File: config.mk
export PLATFORM = sky130hd
export DESIGN_NAME = gpio_edge_bank
export DESIGN_NICKNAME = d
export VERILOG_FILES = /design/src/rtl/gpio_bank_pkg.sv /design/src/rtl/gpio_line_cell.sv /design/src/rtl/gpio_bank_ctrl.sv /design/src/rtl/gpio_bank_datapath.sv /design/src/rtl/gpio_edge_bank.sv
export SDC_FILE = /design/constraint.sdc
export NUM_CORES = 1
export LEC_CHECK = 0
export BUFFER_PORTS_ARGS = -buffer_cell sky130_fd_sc_hd__buf_2
export CORE_ASPECT_RATIO = 0.5
export CORE_UTILIZATION = 35
export DETAILED_ROUTE_END_ITERATION = 8
export HOLD_SLACK_MARGIN = 0.02
export PLACE_DENSITY = 0.61
export SYNTH_ARGS = -nofsm -noshare
export SYNTH_HDL_FRONTEND = slang
export SYNTH_SLANG_ARGS = --single-unit
export TNS_END_PERCENT = 50
File: constraint.sdc
create_clock -name clk -period 3.1 [get_ports clk]
set_input_delay 0.31 -clock clk [delete_from_list [all_inputs] [get_ports clk]]
set_output_delay 0.31 -clock clk [all_outputs]
set_load 0.05 [all_outputs]
File: src/rtl/gpio_bank_pkg.sv
package gpio_bank_pkg;

  localparam int REG_W = 32;

  // word indices (byte address >> 2)
  localparam int WORD_DIR     = 2;
  localparam int WORD_DATA    = 3;
  localparam int WORD_STAT    = 4;
  localparam int WORD_MODE_LO = 5;
  localparam int WORD_MODE_HI = 6;

  // 2-bit edge codes: bit0 arms falling, bit1 arms rising
  localparam logic [1:0] EDGE_OFF  = 2'd0;
  localparam logic [1:0] EDGE_FALL = 2'd1;
  localparam logic [1:0] EDGE_RISE = 2'd2;
  localparam logic [1:0] EDGE_BOTH = 2'd3;

  typedef struct packed {
    logic wrDir;
    logic wrData;
    logic wrStat;
    logic wrModeLo;
    logic wrModeHi;
  } regStrobe_t;

  typedef enum logic [2:0] {
    SEL_NONE,
    SEL_DIR,
    SEL_DATA,
    SEL_STAT,
    SEL_MODE_LO,
    SEL_MODE_HI
  } readSel_t;

  // bit of a line inside a one-bit-per-line word
  function automatic logic [4:0] lineBit(input int line, input bit rev);
    int pos;
    pos = rev ? line : (8 * (3 - line / 8) + line % 8);
    return pos[4:0];
  endfunction

  // position of a line's 2-bit code inside the 64-bit mode space
  function automatic logic [5:0] lineField(input int line, input bit rev);
    int pos;
    pos = rev ? 2 * line : 2 * (8 * ((line / 8) ^ 1) + line % 8);
    return pos[5:0];
  endfunction

endpackage

File: src/rtl/gpio_line_cell.sv
module gpio_line_cell (
  input  logic       clk,
  input  logic       rst_n,
  input  logic       pinAsync,
  input  logic [1:0] edgeCode,
  input  logic       clrReq,
  output logic       lvlSync,
  output logic       pending
);

  logic sync1Q, sync2Q, prevQ, statQ;
  logic riseHit, fallHit, edgeHit;

  always_ff @(posedge clk) begin
    if (!rst_n) begin
      sync1Q <= 1'b0;
      sync2Q <= 1'b0;
      prevQ  <= 1'b0;
    end else begin
      sync1Q <= pinAsync;
      sync2Q <= sync1Q;
      prevQ  <= sync2Q;
    end
  end

  assign riseHit = sync2Q & ~prevQ;
  assign fallHit = prevQ & ~sync2Q;
  assign edgeHit = (riseHit & edgeCode[1]) | (fallHit & edgeCode[0]);

  // a fresh edge outranks a clear in the same cycle
  always_ff @(posedge clk) begin
    if (!rst_n) statQ <= 1'b0;
    else        statQ <= (statQ & ~clrReq) | edgeHit;
  end

  assign lvlSync = sync2Q;
  assign pending = statQ;

  // a pending bit appears only when the previous cycle had an armed code
  a_r6_set_needs_code: assert property (@(posedge clk) disable iff (!rst_n)
    $rose(pending) |-> $past(edgeCode) != 2'b00);

  // a pending bit appears only after the synchronized level moved
  a_r6_set_needs_edge: assert property (@(posedge clk) disable iff (!rst_n)
    $rose(pending) |-> $past(sync2Q) != $past(prevQ));

  // a pending bit leaves only through a clearing write
  a_r7_drop_needs_clear: assert property (@(posedge clk) disable iff (!rst_n)
    $fell(pending) |-> $past(clrReq));

  // simultaneous edge and clear leaves the bit set
  a_r8_edge_beats_clear: assert property (@(posedge clk) disable iff (!rst_n)
    $past(clrReq && edgeHit) |-> pending);

endmodule

File: src/rtl/gpio_bank_ctrl.sv
module gpio_bank_ctrl
  import gpio_bank_pkg::*;
#(
  parameter int ADDR_W = 5
) (
  input  logic              clk,
  input  logic              rst_n,
  input  logic [ADDR_W-1:0] regAddr,
  input  logic              regWrEn,
  output regStrobe_t        strobe,
  output readSel_t          rdSel
);

  localparam int WIDX_W = ADDR_W - 2;

  logic [WIDX_W-1:0] wordIdx;
  logic              aligned;

  assign wordIdx = regAddr[ADDR_W-1:2];
  assign aligned = (regAddr[1:0] == 2'b00);

  always_comb begin
    rdSel = SEL_NONE;
    if (aligned) begin
      case (wordIdx)
        WIDX_W'(WORD_DIR):     rdSel = SEL_DIR;
        WIDX_W'(WORD_DATA):    rdSel = SEL_DATA;
        WIDX_W'(WORD_STAT):    rdSel = SEL_STAT;
        WIDX_W'(WORD_MODE_LO): rdSel = SEL_MODE_LO;
        WIDX_W'(WORD_MODE_HI): rdSel = SEL_MODE_HI;
        default:               rdSel = SEL_NONE;
      endcase
    end
  end

  always_comb begin
    strobe = '0;
    if (regWrEn) begin
      case (rdSel)
        SEL_DIR:     strobe.wrDir    = 1'b1;
        SEL_DATA:    strobe.wrData   = 1'b1;
        SEL_STAT:    strobe.wrStat   = 1'b1;
        SEL_MODE_LO: strobe.wrModeLo = 1'b1;
        SEL_MODE_HI: strobe.wrModeHi = 1'b1;
        default:     strobe = '0;
      endcase
    end
  end

  // at most one register is written per access
  a_r11_one_strobe: assert property (@(posedge clk) disable iff (!rst_n)
    $onehot0(strobe));

  // a misaligned address selects nothing
  a_r11_misaligned_idle: assert property (@(posedge clk) disable iff (!rst_n)
    (regAddr[1:0] != 2'b00) |-> (rdSel == SEL_NONE && strobe == '0));

endmodule

File: src/rtl/gpio_bank_datapath.sv
module gpio_bank_datapath
  import gpio_bank_pkg::*;
#(
  parameter int NUM_LINES = 32,
  parameter bit REV_PORTS = 1'b0
) (
  input  logic                 clk,
  input  logic                 rst_n,
  input  regStrobe_t           strobe,
  input  readSel_t             rdSel,
  input  logic [REG_W-1:0]     wrData,
  input  logic [NUM_LINES-1:0] pinIn,
  output logic [REG_W-1:0]     rdData,
  output logic [NUM_LINES-1:0] pinOut,
  output logic [NUM_LINES-1:0] pinOe,
  output logic                 irqOut
);

  localparam int WIDE_W = 2 * REG_W;

  logic [NUM_LINES-1:0]      dirQ, outQ, dirNext, outNext;
  logic [NUM_LINES-1:0]      lvlSync, pending, clrLine, codeWe;
  logic [NUM_LINES-1:0][1:0] codeQ, codeNext;
  logic [WIDE_W-1:0]         wideWr, modeWide;
  logic [REG_W-1:0]          dirWord, dataWord, statWord;

  assign wideWr = {wrData, wrData};

  // unpack the bus word into per-line values
  always_comb begin
    for (int i = 0; i < NUM_LINES; i++) begin
      dirNext[i]  = wrData[lineBit(i, REV_PORTS)];
      outNext[i]  = wrData[lineBit(i, REV_PORTS)];
      clrLine[i]  = strobe.wrStat & wrData[lineBit(i, REV_PORTS)];
      codeNext[i] = wideWr[lineField(i, REV_PORTS) +: 2];
      codeWe[i]   = lineField(i, REV_PORTS) >= 6'(REG_W) ? strobe.wrModeHi
                                                         : strobe.wrModeLo;
    end
  end

  always_ff @(posedge clk) begin
    if (!rst_n) begin
      dirQ  <= '0;
      outQ  <= '0;
      codeQ <= '0;
    end else begin
      if (strobe.wrDir)  dirQ <= dirNext;
      if (strobe.wrData) outQ <= outNext;
      for (int i = 0; i < NUM_LINES; i++)
        if (codeWe[i]) codeQ[i] <= codeNext[i];
    end
  end

  for (genvar g = 0; g < NUM_LINES; g++) begin : g_line
    gpio_line_cell cell_i (
      .clk      (clk),
      .rst_n    (rst_n),
      .pinAsync (pinIn[g]),
      .edgeCode (codeQ[g]),
      .clrReq   (clrLine[g]),
      .lvlSync  (lvlSync[g]),
      .pending  (pending[g])
    );
  end

  // pack per-line state back into bus words
  always_comb begin
    dirWord  = '0;
    dataWord = '0;
    statWord = '0;
    modeWide = '0;
    for (int i = 0; i < NUM_LINES; i++) begin
      dirWord[lineBit(i, REV_PORTS)]  = dirQ[i];
      dataWord[lineBit(i, REV_PORTS)] = dirQ[i] ? outQ[i] : lvlSync[i];
      statWord[lineBit(i, REV_PORTS)] = pending[i];
      modeWide[lineField(i, REV_PORTS) +: 2] = codeQ[i];
    end
  end

  always_comb begin
    case (rdSel)
      SEL_DIR:     rdData = dirWord;
      SEL_DATA:    rdData = dataWord;
      SEL_STAT:    rdData = statWord;
      SEL_MODE_LO: rdData = modeWide[REG_W-1:0];
      SEL_MODE_HI: rdData = modeWide[WIDE_W-1:REG_W];
      default:     rdData = '0;
    endcase
  end

  assign pinOut = outQ;
  assign pinOe  = dirQ;
  assign irqOut = |pending;

  // the interrupt only drops after a clearing write
  a_r9_irq_drop_needs_clear: assert property (@(posedge clk) disable iff (!rst_n)
    $fell(irqOut) |-> $past(strobe.wrStat));

  // enables change only on a direction write
  a_r2_oe_stable: assert property (@(posedge clk) disable iff (!rst_n)
    !$past(strobe.wrDir) |-> $stable(pinOe));

endmodule

File: src/rtl/gpio_edge_bank.sv
module gpio_edge_bank
  import gpio_bank_pkg::*;
#(
  parameter int NUM_LINES = 32,
  parameter bit REV_PORTS = 1'b0,
  parameter int ADDR_W    = 5
) (
  input  logic                 clk,
  input  logic                 rst_n,
  input  logic [ADDR_W-1:0]    regAddr,
  input  logic                 regWrEn,
  input  logic [31:0]          regWrData,
  output logic [31:0]          regRdData,
  input  logic [NUM_LINES-1:0] pinIn,
  output logic [NUM_LINES-1:0] pinOut,
  output logic [NUM_LINES-1:0] pinOe,
  output logic                 irqOut
);

  regStrobe_t strobe;
  readSel_t   rdSel;

  gpio_bank_ctrl #(.ADDR_W(ADDR_W)) ctrl_i (
    .clk     (clk),
    .rst_n   (rst_n),
    .regAddr (regAddr),
    .regWrEn (regWrEn),
    .strobe  (strobe),
    .rdSel   (rdSel)
  );

  gpio_bank_datapath #(.NUM_LINES(NUM_LINES), .REV_PORTS(REV_PORTS)) dp_i (
    .clk    (clk),
    .rst_n  (rst_n),
    .strobe (strobe),
    .rdSel  (rdSel),
    .wrData (regWrData),
    .pinIn  (pinIn),
    .rdData (regRdData),
    .pinOut (pinOut),
    .pinOe  (pinOe),
    .irqOut (irqOut)
  );

endmodule

==> metrics.cfg, run 1 <==
[run_status]
status=finished, violations left
violations=DRC

[floorplanning]
die_y_um=125
ios=169
core-area_um2=29300
start_util_pct=36.0
dieWidth_um=247
rows=44
dieArea_um2=30900

[synth]
synth_xor_area_share_pct=0
synthFlopType=dfxtp_1
synth.distinct_cells=26
synth_top_area_share_pct=48.6
synth_most_common_cell=dfxtp_1
ys_top_cells_by_count=dfxtp_1 (256), nand2_1 (192), mux2i_1 (128)
synthSimpleGateAreaFrac_pct=22.5
synthCells=1165
synth_seq_cells=256
synth_area_leaders=dfxtp_1 (49%), mux2i_1 (12%), nand2_1 (6.8%)
syn_nets=1237
avgSynthCellArea_um2=9.05
synthAdderAreaFrac_pct=0
yosys_warnings=0
muxShareOfSynthArea_pct=12.1
syn_area_um2=10500
synth_top_family_by_area=simple AND/OR/NAND/NOR gates
synth-compound-area-share_pct=11.0
seq_area_frac_synth_pct=48.6
synth_edf_count=0
synth_area_leader_cell=dfxtp_1
ys_async_sr_fraction_pct=0

[timing]
rsz0062_at_grt=false
slew_headroom_pct=47.2
worstMarginPinSlew_ns=0.785
slew_viol_final=0
setup_viol=0
post-route-period-util_pct=83.8
fin_crit_ns=2.60
setup_ws_ns=0.501
finalHoldViolCount=0
fmax_mhz=385
tns_ns=0
skew_ns=0.0118

[cts]
clock_latency_ns=0.52
cts_buffers=25
clock-sinks=256
htree_levels=1
cts_root_buffer=clkbuf_16
cts_tree=done
post-cts-setup-buffer-count=0
clock_path_buffers=3
path_clk_slew_ns=0.06

[power]
p_per_area_nw_per_um2=536
max-vdd-ir-drop_v=0.000398
p_leak_nw=5.61

[detailed_routing]
wl_per_cell_um=18.9
drtAntennaViolNets=0
via_per_inst=5.28
detail_route.first_pass.iterations=7
drc=1
drtIter0Drc=722
vias=9138
drt-total-wl_um=32700

[worst_hold_path]
hold_path_startpoint=pinIn[22]
min_path_cells=2
hold_class=input pin to register
worstHoldEndpoint=dp_i.g_line[22].cell_i.sync1Q$_SDFF_PN0_

[critical_path]
r2r-end=dp_i.g_line[10].cell_i.pending$_SDFF_PN0_
r2r_slack_ns=1.73
slowest_stage=nor4_1
startpoint_type=register
r2r_cells=3
crit_type=register to output port
crit_fanout=3
path_cells=nor4_1, nand4_1, or2_2, buf_2
crit_arrival_ns=2.29
r2r-start=dp_i.g_line[10].cell_i.lvlSync$_SDFF_PN0_
crit_required_ns=2.79
slowest_delay_ns=0.71
end_kind=output port

[grt]
antenna_found_initial=2
busiest_layer=met2
grt_max_degree=84
grt_overflow=0
grt_use_total_pct=20.8
grt_use_met3_pct=3.75
met2_usage_pct=33.3
grt_pass1_wl_um=50300
grt_pass1_vias=8757
met1_usage_pct=28.0

[place]
dp_cells=1659
place_ws_ns=0.646
hpwl_um=22300
io_buffers=168
gp_congestion=0.869

[layout]
utilization_pct=44.3
finalNetCount=1395
syn2layout_area_growth_pct=23.2
stdcell_count=1732
drive_gt1_share_pct=17.7

[run]
cap_violations=0

[cell usage in the layout (no fill, tap or decap), drive strengths merged, types with 2 or more instances in the layout]
| cell | count |
|---|---|
| buf | 191 |
| bufinv | 3 |
| o21a | 32 |
| dfxtp | 256 |
| clkbuf | 37 |
| a311o | 32 |
| dlygate4sd3 | 28 |
| nand4 | 34 |
| a21oi | 32 |
| diode | 2 |
| nor4 | 8 |
| nand2 | 192 |
| nand3 | 97 |
| o21ai | 32 |
| nand3b | 32 |
| inv | 64 |
| and2 | 97 |
| clkinv | 4 |
| mux2i | 128 |
| a41oi | 32 |
[worst max-delay path: cells and delay by family (launching register included)]
family	cells	cell delay (ns)
and+or+nand+nor	3	1.21
DFF	1	0.35
buffers and inverters	1	0.22
[worst max-delay path by stage]
stage	from	to	slack [ns]	cells after the start
after floorplan	regAddr[4]	regRdData[10]	0.89	5
after global placement	regAddr[4]	dp_i.pinOe[28]$_SDFFE_PN0P_	0.68	6
after detailed placement	regAddr[4]	dp_i.pinOe[23]$_SDFFE_PN0P_	0.65	6
after CTS	dp_i.g_line[29].cell_i.pending$_SDFF_PN0_	irqOut	0.50	4
after global routing	dp_i.g_line[29].cell_i.pending$_SDFF_PN0_	irqOut	0.46	4
final	dp_i.g_line[29].cell_i.pending$_SDFF_PN0_	irqOut	0.50	4
[cell type report]
cell class                 instances  area, um2
antenna                            2       5.00
clock buffer                      36        727
clock inverter                     7        110
fill                            2863      16300
inverter                          64        240
multi-input combinational        756       4840
sequential                       256       5120
tap                              391        489
timing repair buffer             220       1450
[flip-flops by register name (all words and copies together) (netlist names)]
register and cells:
dp_i.codeQ 64, dp_i.g_line.cell_i.lvlSync 32, dp_i.g_line.cell_i.pending 32, dp_i.g_line.cell_i.prevQ 32, dp_i.g_line.cell_i.sync1Q 32, dp_i.pinOe 32
dp_i.pinOut 32
[logic make-up after synthesis]
logic type / count (synthesis)
flip-flops: 256
AO/OA/AOI/OAI: 160
AND/OR/NAND/NOR: 468
buffers and inverters: 153
multiplexers: 128
[per-stage QoR]
stage	cell area, um2	hold slack [ns]	total power, mW
after CTS	13000	0.0280	7.01
final	13000	0.0214	6.96
after detailed placement	11900	0.418	3.86
after floorplan	10500	0.406	3.68
after global placement	11900	0.419	3.86
after global routing	13000	0.0317	7.18
[power by group]
part / switching, mW / internal, mW
logic: 0.270 / 0.150
clock network: 1.27 / 1.87
registers: 0.0465 / 3.35
[repair_timing]
action | 4_1_cts | 5_1_grt
endpoints found under the setup margin | 0 | 0
resized for setup | 0 | 0
hold buffers | 28 | 0
hold endpoints to repair | 28 | 0
[metal layers]
layer	wire length, um	vias to the layer above
li1	-	4359
met1	14500	4391
met2	15000	327
met3	2230	61
met4	993	0
met5	0	-
Note: power is estimated with default switching activity, not from simulation.
==> inputs of run 2 (changes only) <==
--- a/config.mk
+++ b/config.mk
@@ -10,7 +10,7 @@
 export CORE_UTILIZATION = 35
 export DETAILED_ROUTE_END_ITERATION = 8
 export HOLD_SLACK_MARGIN = 0.02
-export PLACE_DENSITY = 0.61
+export PLACE_DENSITY = 0.63
 export SYNTH_ARGS = -nofsm -noshare
 export SYNTH_HDL_FRONTEND = slang
 export SYNTH_SLANG_ARGS = --single-unit
==> constraint.sdc (replaced) <==
create_clock -name clk -period 2.3 [get_ports clk]
set_input_delay 0.23 -clock clk [delete_from_list [all_inputs] [get_ports clk]]
set_output_delay 0.23 -clock clk [all_outputs]
set_load 0.05 [all_outputs]
==> run 2 against run 1 <==
  * The run still ends with DRC left
  * Worst hold slack gained 0.043 ns
  * Non-clock buffer count grew 9
  * First-iteration DRC count grew 0.42%
  * Clock skew grew 0.0026 ns
  * Setup slack lost 0.45 ns
==> metrics.cfg, run 2 (synthesis results as in run 1) <==
[floorplanning]
die_y_um=125
dieWidth_um=247
start_util_pct=36.0
core-area_um2=29300
rows=44
ios=169
dieArea_um2=30900

[critical_path]
slowest_stage=nor4_2
crit_required_ns=2.07
crit_arrival_ns=2.02
r2r_slack_ns=1.03
startpoint_type=register
end_kind=output port
path_buf_inv=1
slowest_delay_ns=0.42
path_cells=nor4_2, nand4_1, or2_2, buf_2
crit_fanout=3
crit_type=register to output port
path_delay_family=simple AND/OR/NAND/NOR gates

[cts]
cts_buffers=25
clock_path_buffers=3
cts_root_buffer=clkbuf_16
path_clk_slew_ns=0.06
htree_levels=1
cts_tree=done
clock-sinks=256
clock_latency_ns=0.52
post-cts-setup-buffer-count=0

[power]
p_per_area_nw_per_um2=723
pwr-share-comb_pct=6.0
p_leak_nw=5.68
seqPwrFrac_pct=47.8
internal_power_mw=7.39
p_total_mw=9.59
p_sw_mw=2.19
swShare_pct=22.9
power.share.clock_pct=46.2
max-vdd-ir-drop_v=0.000646

[timing]
rsz0062_at_grt=false
tns_ns=0
hold_slack_ns=0.0647
finalHoldViolCount=0
setup_ws_ns=0.0498
slew_viol_final=0
worstMarginPinSlew_ns=0.561
fmax_mhz=444
post-route-period-util_pct=97.8
setup_viol=0
fin_crit_ns=2.25
skew_ns=0.0143
slew_headroom_pct=62.6

[grt]
grt_overflow=0
grt_use_total_pct=20.6
grt_pass1_vias=8833
grt_pass1_wl_um=50000
grt_max_degree=98
antenna_found_initial=1

[layout]
finalNetCount=1404
utilization_pct=45.3
layout_common_cells=dfxtp_1 (256), nand2_1 (192), buf_2 (159), mux2i_1 (128), and2_1 (97)
drive_gt1_share_pct=18.4
stdcell_count=1743
layout_commonest_cell=dfxtp_1
finalInstanceArea_um2=13300
largest_register_ffs=64
top_register=dp_i.codeQ
syn2layout_area_growth_pct=25.8

[run]
cap_violations=0

[detailed_routing]
drt-total-wl_um=32400
drtIter0Drc=725
detail_route.first_pass.iterations=7
wl_per_cell_um=18.6
drc=4
vias=9150
via_per_inst=5.25
drtAntennaViolNets=0

[run_status]
violations=DRC
status=finished, violations left

[place]
io_buffers=168
place_ws_ns=0.100
dp_cells=1664
gp_congestion=0.862
hpwl_um=21800
placed_cell_area_um2=12000

[worst_hold_path]
hold_class=input pin to register

-- run 2: power by group through the flow --
| stage | combinational [mW] | sequential (mW) | clock, mW |
|---|---|---|---|
| after floorplan | 0.283 | 4.68 | 0 |
| after global placement | 0.521 | 4.68 | 0 |
| after detailed placement | 0.529 | 4.68 | 0 |
| after CTS | 0.573 | 4.58 | 4.47 |
| after global routing | 0.616 | 4.59 | 4.66 |
| final | 0.576 | 4.58 | 4.43 |
-- run 2: cell type report --
| cell class | count | area, um2 |
|---|---|---|
| inverters | 64 | 240 |
| diodes | 2 | 5.00 |
| well taps | 391 | 489 |
| repair buffers | 229 | 1650 |
| clock inverters | 12 | 199 |
| clock buffers | 33 | 686 |
| flip-flops and latches | 256 | 5120 |
| multi-input cells | 756 | 4870 |
| fillers | 2816 | 16000 |
-- run 2: path summary, 6_finish.rpt --
check,startpoint,cells after the start,end
setup / recovery,dp_i.g_line[13].cell_i.pending$_SDFF_PN0_,4,irqOut
hold / removal,regWrData[13],3,dp_i.pinOe[21]$_SDFFE_PN0P_
hold reg to reg,dp_i.g_line[14].cell_i.sync1Q$_SDFF_PN0_,1,dp_i.g_line[14].cell_i.lvlSync$_SDFF_PN0_
setup reg to reg,dp_i.g_line[10].cell_i.lvlSync$_SDFF_PN0_,3,dp_i.g_line[10].cell_i.pending$_SDFF_PN0_
-- run 2: per-layer routing --
metal	wire length (um)	global-route usage (%)	vias up
met2	15200	33.5	281
met4	863	6.42	0
li1	-	-	4384
met5	0	0	-
met1	14600	28.1	4418
met3	1720	3.06	67
-- run 2: worst reg2reg max path, stage by stage, from the launching register on --
cell	delay, ns
dfxtp_1	0.48
nand2_1	0.09
o21ai_0	0.44
o21a_1	0.20
-- run 2: what timing repair did --
action	4_1_cts	5_1_grt
gates cloned	0	0
resized for setup	3	2
endpoints found under the setup margin	1	1
hold buffers	32	0
pin swaps	0	0
hold endpoints to repair	32	0
==> inputs of run 3 (changes only) <==
--- a/config.mk
+++ b/config.mk
@@ -10,6 +10,7 @@
 export CORE_UTILIZATION = 35
 export DETAILED_ROUTE_END_ITERATION = 8
 export HOLD_SLACK_MARGIN = 0.02
+export MAX_ROUTING_LAYER = met4
 export PLACE_DENSITY = 0.63
 export SYNTH_ARGS = -nofsm -noshare
 export SYNTH_HDL_FRONTEND = slang
==> run 3 against run 2 <==
  * The run still ends with DRC left
  * Setup slack improved by 0.051 ns
  * Die area unchanged
  * Sequential power about the same
  * Global-route usage increased by 0.45 points
  * Sequential cell count unchanged
  * Core utilization increased by 0.094 points
  * Cell area increased by 0.21%
  * Worst hold slack got worse by 0.011 ns
  * Final cell count about the same
  * Register-to-register slack got worse by 0.07 ns
  * Total power increased by 0.35%
  * Clock skew increased by 0.0076 ns
  * Highest routed layer unchanged
==> metrics.cfg, run 3 (synthesis results as in run 1) <==
[critical_path]
slowest_delay_ns=0.34
r2r_slack_ns=0.96
crit_type=register to output port
startpoint_type=register
crit_fanout=3
path_cells=nor4_2, buf_4, nand4_1, or2_2, buf_4
crit_arrival_ns=1.97
r2r-start=dp_i.g_line[10].cell_i.lvlSync$_SDFF_PN0_
end_kind=output port
r2r_cells=3
slowest_stage=dfxtp_1
crit_top_cell=buf_4
r2r-end=dp_i.g_line[10].cell_i.pending$_SDFF_PN0_
crit_required_ns=2.07

[power]
p_leak_nw=5.70
p_per_area_nw_per_um2=724
max-vdd-ir-drop_v=0.000528

[detailed_routing]
drtIter0Drc=732
drtAntennaViolNets=0
detail_route.first_pass.iterations=7
drc=4
drt-total-wl_um=32500
vias=9042
via_per_inst=5.18
wl_per_cell_um=18.6

[worst_hold_path]
worstHoldEndpoint=dp_i.pinOe[29]$_SDFFE_PN0P_
min_path_cells=3
hold_class=input pin to register
hold_path_startpoint=regWrData[5]

[grt]
grt_pass1_wl_um=49600
grt_overflow=0
grt_max_degree=79
grt_use_total_pct=21.1
grt_pass1_vias=8679
antenna_found_initial=2

[cts]
htree_levels=1
post-cts-setup-buffer-count=0
path_clk_slew_ns=0.06
clock-sinks=256
cts_root_buffer=clkbuf_16
cts_tree=done
cts_buffers=25
clock_latency_ns=0.53
clock_path_buffers=3

[timing]
setup_viol=0
tns_ns=0
post-route-period-util_pct=95.6
fin_crit_ns=2.20
rsz0062_at_grt=false
slew_headroom_pct=57.7
skew_ns=0.0219
finalHoldViolCount=0
fmax_mhz=455
worstMarginPinSlew_ns=0.627
slew_viol_final=0

[layout]
finalInstanceArea_um2=13300
layout_common_cells=dfxtp_1 (256), nand2_1 (192), buf_2 (158), mux2i_1 (128), and2_1 (97)
finalNetCount=1404
drive_gt1_share_pct=18.4
regArea_um2=5120
fillers=2788
syn2layout_area_growth_pct=26.0
multiInputGateArea_um2=4880
top_register=dp_i.codeQ
layout_commonest_cell=dfxtp_1
largest_register_ffs=64

[floorplanning]
core-area_um2=29300
die_y_um=125
ios=169
start_util_pct=36.0
dieWidth_um=247
rows=44
dieArea_um2=30900

[run]
cap_violations=0

[place]
hpwl_um=22100
placed_cell_area_um2=12000
gp_congestion=0.907
io_buffers=168

[run_status]
violations=DRC
status=finished, violations left

[run 3: per-layer routing]
layer	vias to the layer above	track usage, %	part of all wire, %
met3	47	3.00	6.0
met1	4313	28.0	45
met4	0	5.56	2.2
met5	-	-	0
met2	299	33.4	47
li1	4383	-	-
[run 3: stage by stage]
step / hold WS [ns] / std cells / setup slack [ns] / utilization (%) / power [mW]
finish: 0.0542 / 1744 / 0.100 / 45.4 / 9.62
global route: 0.0566 / 1743 / 0.00691 / 45.4 / 9.91
CTS: 0.0363 / 1741 / 0.0193 / 45.3 / 9.66
detailed placement: 0.419 / 1664 / 0.114 / 41.1 / 5.21
global placement: 0.419 / 1664 / 0.118 / 41.1 / 5.20
floorplan: 0.357 / 1165 / 0.253 / - / 4.96
[run 3: worst max-delay path, delay by kind of cell, from the launching register on]
family	cells	cell delay, ns
flops	1	0.34
buf+inv	2	0.38
simple gates	3	0.72
[run 3: final cells by class]
cell class	count	share of cell area (%)
diodes	3	0.0565
clock buffers	35	5.29
clock inverters	10	1.37
inverters	64	1.81
multi-input cells	756	36.7
flip-flops and latches	256	38.6
well taps	391	3.68
repair buffers	229	12.5
[run 3: worst max-delay path by stage]
stage                                                    startpoint                     endpoint  slack [ns]  cells past startpoint
after floorplan                                          regAddr[4]                regRdData[10]        0.25                      5
after global placement                                   regAddr[4]  dp_i.pinOe[13]$_SDFFE_PN0P_        0.12                      6
after detailed placement                                 regAddr[4]   dp_i.pinOe[3]$_SDFFE_PN0P_        0.11                      6
after CTS                 dp_i.g_line[29].cell_i.pending$_SDFF_PN0_                       irqOut        0.02                      5
after global routing       dp_i.g_line[6].cell_i.pending$_SDFF_PN0_                       irqOut       0.007                      5
final                      dp_i.g_line[6].cell_i.pending$_SDFF_PN0_                       irqOut        0.10                      5
[run 3: where the power goes]
group          internal (mW)  switching [mW]  leakage, nW  total [mW]
logic                  0.217           0.364         3.19       0.580
registers               4.52          0.0631         2.08        4.58
clock network           2.70            1.76        0.435        4.46
total                   7.43            2.19         5.70        9.62
[run 3: repair_timing]
action,in CTS,in global routing
setup endpoints to repair,1,1
hold buffers,32,0
gates resized for setup,3,5
hold endpoints to repair,32,0
gates cloned,0,0
pin swaps,0,1
